`src/rtl/synth_prog_pkg.sv`:
```
package synth_prog_pkg;
    localparam int M_W    = 9;
    localparam int A_W    = 4;
    localparam int R_W    = 6;
    localparam int WORD_W = 1 + M_W + A_W + R_W;
    localparam int AUX_W  = 8;
    localparam int BUS_W  = 8;
    localparam int DM_W   = 7;
    localparam int DR_W   = 4;

    typedef struct packed {
        logic           pre_en;
        logic [M_W-1:0] m;
        logic [A_W-1:0] a;
        logic [R_W-1:0] r;
    } div_word_t;

    typedef enum logic [1:0] {
        MODE_PAR = 2'd0,
        MODE_SER = 2'd1,
        MODE_DIR = 2'd2
    } if_mode_t;

    function automatic if_mode_t decode_mode(input logic b, input logic s);
        if (b)      return MODE_DIR;
        else if (s) return MODE_SER;
        else        return MODE_PAR;
    endfunction

    function automatic div_word_t from_direct(input logic pre,
                                              input logic [DM_W-1:0] m,
                                              input logic [A_W-1:0] a,
                                              input logic [DR_W-1:0] r);
        div_word_t w;
        w        = '0;
        w.pre_en = pre;
        w.m      = {{(M_W-DM_W){1'b0}}, m};
        w.a      = a;
        w.r      = {{(R_W-DR_W){1'b0}}, r};
        return w;
    endfunction
endpackage

```
`src/rtl/sp_rise_det.sv`:
```
module sp_rise_det #(
    parameter int N = 1
) (
    input  logic         clk,
    input  logic         rst,
    input  logic [N-1:0] lvl_i,
    output logic [N-1:0] rise_o
);
    logic [N-1:0] prev_q;

    // Reset holds the history high so a level already high at reset is not an edge.
    always_ff @(posedge clk) begin
        if (rst) prev_q <= '1;
        else     prev_q <= lvl_i;
    end

    assign rise_o = lvl_i & ~prev_q & {N{~rst}};
endmodule

```
`src/rtl/sp_word_regs.sv`:
```
module sp_word_regs
    import synth_prog_pkg::*;
(
    input  logic             clk,
    input  logic             rst,
    input  if_mode_t         mode_i,
    input  logic             sdata_i,
    input  logic             shift_ev_i,
    input  logic             aux_route_i,
    input  logic             low_ev_i,
    input  logic             high_ev_i,
    input  logic             ar_ev_i,
    input  logic             aux_ev_i,
    input  logic             hop_ev_i,
    input  logic [BUS_W-1:0] bus_i,
    output div_word_t        prim_o,
    output div_word_t        sec_o,
    output logic [AUX_W-1:0] aux_o
);
    div_word_t        prim_q, sec_q;
    logic [AUX_W-1:0] aux_q;

    always_ff @(posedge clk) begin
        if (rst) begin
            prim_q <= '0;
            sec_q  <= '0;
            aux_q  <= '0;
        end else begin
            if (hop_ev_i) sec_q <= prim_q;
            if (mode_i == MODE_SER && shift_ev_i) begin
                if (aux_route_i) aux_q  <= {aux_q[AUX_W-2:0], sdata_i};
                else             prim_q <= div_word_t'({prim_q[WORD_W-2:0], sdata_i});
            end
            if (mode_i == MODE_PAR) begin
                if (low_ev_i) begin
                    prim_q.pre_en      <= bus_i[7];
                    prim_q.m[DM_W-1:0] <= bus_i[6:0];
                end
                if (high_ev_i) begin
                    prim_q.r[R_W-1:DR_W] <= bus_i[3:2];
                    prim_q.m[M_W-1:DM_W] <= bus_i[1:0];
                end
                if (ar_ev_i) begin
                    prim_q.r[DR_W-1:0] <= bus_i[7:4];
                    prim_q.a           <= bus_i[3:0];
                end
                if (aux_ev_i) aux_q <= bus_i;
            end
        end
    end

    assign prim_o = prim_q;
    assign sec_o  = sec_q;
    assign aux_o  = aux_q;


    reset_clear_chk: assert property (@(posedge clk)
        $past(rst) |-> (prim_q == '0 && sec_q == '0 && aux_q == '0));


    hop_copy_chk: assert property (@(posedge clk) disable iff (rst)
        hop_ev_i |=> sec_q == $past(prim_q));


    aux_route_chk: assert property (@(posedge clk) disable iff (rst)
        (mode_i == MODE_SER && aux_route_i) |=> $stable(prim_q));


    dir_hold_chk: assert property (@(posedge clk) disable iff (rst)
        (mode_i == MODE_DIR) |=> ($stable(prim_q) && $stable(aux_q)));
endmodule

```
`src/rtl/sp_out_sel.sv`:
```
module sp_out_sel
    import synth_prog_pkg::*;
(
    input  if_mode_t        mode_i,
    input  logic            use_ser_i,
    input  logic            use_par_i,
    input  div_word_t       prim_i,
    input  div_word_t       sec_i,
    input  logic            dir_pre_i,
    input  logic [DM_W-1:0] dir_m_i,
    input  logic [A_W-1:0]  dir_a_i,
    input  logic [DR_W-1:0] dir_r_i,
    output div_word_t       word_o
);
    always_comb begin
        unique case (mode_i)
            MODE_SER: word_o = use_ser_i ? prim_i : sec_i;
            MODE_PAR: word_o = use_par_i ? prim_i : sec_i;
            default:  word_o = from_direct(dir_pre_i, dir_m_i, dir_a_i, dir_r_i);
        endcase
    end
endmodule

```
`src/rtl/synth_prog_if.sv`:
```
module synth_prog_if
    import synth_prog_pkg::*;
(
    input  logic                 clk,
    input  logic                 rst,
    input  logic                 ser_clk_i,
    input  logic                 ser_data_i,
    input  logic                 ser_load_n_i,
    input  logic                 aux_sel_i,
    input  logic [BUS_W-1:0]     pbus_i,
    input  logic                 wr_low_i,
    input  logic                 wr_high_i,
    input  logic                 wr_ar_i,
    input  logic                 hop_i,
    input  logic                 mode_b_i,
    input  logic                 mode_s_i,
    input  logic                 use_ser_i,
    input  logic                 use_par_i,
    input  logic                 dir_pre_i,
    input  logic [DM_W-1:0]      dir_m_i,
    input  logic [A_W-1:0]       dir_a_i,
    input  logic [DR_W-1:0]      dir_r_i,
    input  logic                 aux_en_n_i,
    output logic                 pre_en_o,
    output logic [M_W-1:0]       m_o,
    output logic [A_W-1:0]       a_o,
    output logic [R_W-1:0]       r_o,
    output logic [AUX_W-1:0]     aux_o
);
    localparam int NSTB = 6;

    logic [NSTB-1:0] stb_lvl, stb_rise;
    if_mode_t        mode;
    div_word_t       prim, sec, word;
    logic [AUX_W-1:0] aux_q;
    logic            shift_ev, hop_ev;

    assign stb_lvl = {ser_clk_i, ser_load_n_i, hop_i, wr_low_i, wr_high_i, wr_ar_i};

    sp_rise_det #(.N(NSTB)) u_rise (
        .clk    (clk),
        .rst    (rst),
        .lvl_i  (stb_lvl),
        .rise_o (stb_rise)
    );

    logic aux_rise;
    sp_rise_det #(.N(1)) u_aux_rise (
        .clk    (clk),
        .rst    (rst),
        .lvl_i  (aux_sel_i),
        .rise_o (aux_rise)
    );

    assign mode     = decode_mode(mode_b_i, mode_s_i);
    assign shift_ev = stb_rise[5] & ~ser_load_n_i;
    assign hop_ev   = stb_rise[4] | stb_rise[3];

    sp_word_regs u_regs (
        .clk         (clk),
        .rst         (rst),
        .mode_i      (mode),
        .sdata_i     (ser_data_i),
        .shift_ev_i  (shift_ev),
        .aux_route_i (aux_sel_i),
        .low_ev_i    (stb_rise[2]),
        .high_ev_i   (stb_rise[1]),
        .ar_ev_i     (stb_rise[0]),
        .aux_ev_i    (aux_rise),
        .hop_ev_i    (hop_ev),
        .bus_i       (pbus_i),
        .prim_o      (prim),
        .sec_o       (sec),
        .aux_o       (aux_q)
    );

    sp_out_sel u_sel (
        .mode_i    (mode),
        .use_ser_i (use_ser_i),
        .use_par_i (use_par_i),
        .prim_i    (prim),
        .sec_i     (sec),
        .dir_pre_i (dir_pre_i),
        .dir_m_i   (dir_m_i),
        .dir_a_i   (dir_a_i),
        .dir_r_i   (dir_r_i),
        .word_o    (word)
    );

    assign pre_en_o = word.pre_en;
    assign m_o      = word.m;
    assign a_o      = word.a;
    assign r_o      = word.r;
    assign aux_o    = aux_en_n_i ? '0 : aux_q;


    aux_gate_chk: assert property (@(posedge clk) disable iff (rst)
        aux_en_n_i |-> aux_o == '0);


    dir_upper_zero_chk: assert property (@(posedge clk) disable iff (rst)
        mode_b_i |-> (m_o[M_W-1:DM_W] == '0 && r_o[R_W-1:DR_W] == '0));


    ser_idle_chk: assert property (@(posedge clk) disable iff (rst)
        (ser_load_n_i && !hop_i && !mode_b_i && mode_s_i && $past(ser_load_n_i))
            |=> $stable(prim));
endmodule

```
`config.mk`:
```
export PLATFORM = sky130hd
export DESIGN_NAME = synth_prog_if
export DESIGN_NICKNAME = d
export VERILOG_FILES = /design/src/rtl/synth_prog_pkg.sv /design/src/rtl/sp_rise_det.sv /design/src/rtl/sp_word_regs.sv /design/src/rtl/sp_out_sel.sv /design/src/rtl/synth_prog_if.sv
export SDC_FILE = /design/constraint.sdc
export NUM_CORES = 1
export LEC_CHECK = 0
export CAP_MARGIN = 10
export CORE_UTILIZATION = 40
export DETAILED_ROUTE_END_ITERATION = 8
export PLACE_DENSITY = 0.67
export SLEW_MARGIN = 20
export SYNTH_ARGS = -nofsm -noshare
export SYNTH_HDL_FRONTEND = slang
export SYNTH_SLANG_ARGS = --single-unit
```
`constraint.sdc`:
```
create_clock -name clk -period 5.5 [get_ports clk]
set_input_delay 1.1 -clock clk [delete_from_list [all_inputs] [get_ports clk]]
set_output_delay 1.1 -clock clk [all_outputs]
set_load 0.02 [all_outputs]
```
# == After elaboration in Yosys (flattened, before gate mapping) ==
# Index checks and enable logic that the tools add are counted.
# totals
ff_bits,55
in_bits,39
elab_cells,43
# classes
eq_ne,1
mux,19
bitwise,10
n_reduce_logical,2
# ops
op,count
2-to-1 mux 20 bit,5
2-to-1 mux 8 bit,5
one-hot mux 20 bit (2 select lines),1
bitwise AND 6 bit,2
2-to-1 mux 4 bit,2
2-to-1 mux 7 bit,1
2-to-1 mux 2 bit,3
NOT 6 bit,1
bitwise AND 1 bit,3
NOT 1 bit,3
equality test 2 x 1 -> 1 bit (second input constant),1
zero test 2 bit,1
2-to-1 mux 1 bit,2
logical AND 1 bit,1
bitwise OR 1 bit,1

# == Logic depth before layout (Yosys ltp) ==
# logic_depth
ltp_word,8
ltp_mapped,5
mapped_depth_nobuf,4

# == Cells and area by module ==
# From an unflattened synthesis, not the netlist that was laid out.
# hier_totals
cells_unflattened,346
area_unflattened_um2,3243.1
# modules_own_cells
module,instances,cells_each,area_each_um2
sp_word_regs,1,227,2130.8
sp_out_sel,1,86,785.8
sp_rise_det at u_rise,1,19,219.0
synth_prog_if,1,11,68.8
sp_rise_det at u_aux_rise,1,3,38.8

# == Least setup slack after synthesis ==
# OpenSTA, ideal clock, no wires.
# synth_path
kind,input-to-output
from,in mode_s_i
to,out pre_en_o
arrival_ns,2.377
setup_slack_ns,2.023
stages,4
n_path_buf,1
path_cell_list,mux2_2 clkbuf_1 a22oi_1 o21ai_0
# synth_between
elab_chain_len,4
elab_cells_between_ends,5
cone_classes,1 x eq/ne; 3 x mux; 1 x reduce/logical
# synth_rtl
element,line_no,rtl
start: declaration,synth_prog_if.sv:16,"input logic mode_s_i,"
2-to-1 mux 1 bit *,synth_prog_pkg.sv:26,else if (s) return MODE_SER;
2-to-1 mux 2 bit *,synth_prog_pkg.sv:25,if (b) return MODE_DIR;
equality test 2 x 1 -> 1 bit or zero test 2 bit (tied branches),sp_out_sel.sv:16,unique case (mode_i)
one-hot mux 20 bit (2 select lines) *,sp_out_sel.sv:16,
end: declaration,synth_prog_if.sv:24,"output logic pre_en_o,"
# Mark *: on every way between the ends. The rest lies on a longest branch, timed or not.

# == Worst setup path in the final report ==
# layout_path
from,in mode_s_i
to,out r_o[3]
# layout_between
elab_chain_len,4
elab_cells_between_ends,5
cone_classes,1 x eq/ne; 3 x mux; 1 x reduce/logical
# layout_rtl
element,line_no,rtl
2-to-1 mux 1 bit *,synth_prog_pkg.sv:26,
2-to-1 mux 2 bit *,synth_prog_pkg.sv:25,
equality test 2 x 1 -> 1 bit or zero test 2 bit (tied branches),sp_out_sel.sv:16,
one-hot mux 20 bit (2 select lines) *,sp_out_sel.sv:16,
end: declaration,synth_prog_if.sv:27,"output logic [R_W-1:0] r_o,"
# Marks and branches as above.

==> flow_metrics.py <==
metrics = {
    "outcome": {
        "outcome": "finished clean",
    },
    "synth": {
        "synth_cell_types": 22,
        "yosysSeqAreaShare": 0.420,
        "yosysWarnings": 0,
        "postSynthAreaPerCell_um2": 8.38,
        "syn_inst": 313,
        "synthFlopType": "dfxtp_1",
        "syn-cell-area_um2": 2620,
        "synth_edf_count": 0,
        "synth_nets": 352,
        "async_flop_share": 0,
        "synth_seq_cells": 55,
    },
    "final_layout": {
        "nets": 406,
        "final_area_um2": 3400,
        "antenna_cells": 0,
        "layout_common_cells": "clkdlybuf4s50_1, nand2_1, dfxtp_1, nor2_1, mux2i_1",
        "fillers": 595,
        "drive_gt1_frac": 0.0601,
        "area_delta_synth_final_pct": 29.5,
        "final_common_cell": "clkdlybuf4s50_1",
    },
    "die": {
        "die_w_um": 83.0,
        "initial_core_util": 0.413,
        "die_h_um": 83.0,
        "num_rows": 29,
        "core_um2": 6350,
        "ios": 67,
        "dieArea_um2": 6890,
    },
    "routing": {
        "ant_nets": 0,
        "routed_wl_um": 6700,
        "drtIter0Drc": 120,
        "viasPerCell": 5.35,
        "drcViolationCount": 0,
        "vias": 2372,
        "drt-pass1-iter-count": 6,
        "wl_per_cell_um": 15.1,
    },
    "hold_path": {
        "hp-class": "reg -> reg",
        "holdPathEnd": "u_regs.sec_o[16]",
        "min-delay-start": "u_regs.sec_o[16]",
        "min_path_cells": 2,
    },
    "pwr": {
        "p_leak_nw": 1.13,
        "ir_worst_vdd_mv": 0.185,
        "power-per-cell-area_nw_per_um2": 215,
    },
    "critical_path": {
        "r2r_setup_slack_ps": 3970,
        "cp.arrival_ps": 3240,
        "critPathKind": "in -> out",
        "path_max_fanout": 20,
        "reg2regPathDepth": 3,
        "critPathLaunchType": "primary input",
        "end_kind": "output pin",
        "timing.rr.end": "u_regs.prim_o[17]",
        "reg2reg_from": "u_rise.prev_q[5]",
        "required_ps": 4400,
    },
    "global_routing": {
        "track_usage": 0.198,
        "grt_pass1_wl_um": 11100,
        "grt_pass1_vias": 2216,
        "grt_util_met2": 0.329,
        "met3_usage": 0.0298,
        "antenna_found_initial": 0,
        "gr-usage-met1": 0.267,
        "grt_overflow": 0,
        "top_usage_layer": "met2",
        "grt_max_degree": 58,
    },
    "cts": {
        "clock_tree.htree_level_count": 2,
        "ctsLongestPathBuffers": 2,
        "cts_tree": "done",
        "holdBufCountCts": 0,
        "clkTransAtPathRegs_ps": 90,
        "cts_buffers": 5,
        "cts_resized": 0,
        "clock-root-buffer": "clkbuf_8",
        "insertion_delay_ps": 300,
        "cts_setup_buffers": 0,
        "cts_num_sinks": 55,
    },
    "timing": {
        "setup_violations": 0,
        "finalMaxSlewViolations": 0,
        "worst_slew_pin_slew_ps": 1050,
        "period_minus_slack_ps": 4340,
        "rsz0062_at_grt": "false",
        "min_period_over_period": 0.788,
        "clock.fmax_mhz": 231,
        "hold_viol": 0,
        "slew_headroom": 0.301,
        "skew_ps": 8.24,
        "fin_tns_setup_ps": 0,
    },
    "placement": {
        "place_hpwl_um": 4650,
        "portBuffers": 66,
        "routabilityCongestion": 0.749,
        "placed_cell_area_um2": 3320,
    },
    "flow_run": {
        "maxCapViolCount": 0,
    },
}
[cell usage after synthesis, types with 2 or more instances]
cell type | count | area (um^2)
nor2_1 | 50 | 188
a211oi_1 | 8 | 60.1
nand2b_1 | 3 | 18.8
nand3b_1 | 4 | 30.0
a22oi_1 | 16 | 120
or2_2 | 7 | 43.8
buf_1 | 2 | 7.51
o21ai_0 | 16 | 80.1
nor2b_1 | 8 | 50.1
buf_2 | 2 | 10.0
a311oi_1 | 20 | 175
dfxtp_1 | 55 | 1100
nand2_1 | 57 | 214
clkbuf_1 | 17 | 63.8
a21oi_1 | 5 | 25.0
mux2i_1 | 37 | 370
[metrics by stage]
step	hold slack, ps	instances	util	power, W	setup slack (ps)
after floorplan	460	313	-	0.000472	2020
after global placement	474	437	0.523	0.000530	1200
after detailed placement	482	437	0.523	0.000531	1150
after CTS	504	443	0.534	0.000735	1150
after global routing	535	443	0.535	0.000763	1020
final	500	443	0.535	0.000729	1160
[registers in the layout (all words and copies together), names as in the netlist]
register           cells
u_aux_rise.prev_q      1
u_regs.aux_o           8
u_regs.prim_o         20
u_regs.sec_o          20
u_rise.prev_q          6
[metal layers]
| layer | routed length (um) | share of wire |
|---|---|---|
| met1 | 3030 | 0.45 |
| met2 | 3390 | 0.51 |
| met3 | 212 | 0.032 |
| met4 | 68 | 0.010 |
| met5 | 0 | 0 |
[critical path, cell delays in order]
cell,delay [ps]
clkdlybuf4s50_1,570
mux2_2,560
mux2i_1,180
o21ai_0,180
clkdlybuf4s50_1,640
[worst max path at each step]
stage | slack [ps] | end | start
final | 1160 | r_o[3] | mode_s_i
after global routing | 1020 | r_o[3] | mode_s_i
after CTS | 1150 | r_o[3] | mode_s_i
after detailed placement | 1150 | m_o[5] | mode_s_i
after global placement | 1200 | r_o[0] | mode_s_i
after floorplan | 2020 | pre_en_o | mode_s_i
[area by class of cell]
cell class,count,area [um^2],area share
Sequential cell,55,1100,0.324
Clock buffer,6,72.6,0.0214
Multi-Input combinational cell,237,1460,0.429
Tap cell,77,96.3,0.0284
Timing Repair Buffer,68,671,0.197
[cells by family (layout without fill, tap and decap cells)]
family | count (synthesis) | count (layout) | share of synthesized area
DFF | 55 | 55 | 0.420
and+or+nand+nor | 134 | 134 | 0.228
buffers and inverters | 21 | 74 | 0.0310
AOI/OAI and AO/OA | 65 | 65 | 0.175
muxes | 38 | 38 | 0.145
[report_power, final]
group	leakage (nW)	switching, W	internal [W]
Clock	0.0371	0.000122	0.0000854
Sequential	0.446	0.00000647	0.000406
Combinational	0.642	0.0000541	0.0000551
Total	1.13	0.000183	0.000546
Power figures use the tool's default switching activity.
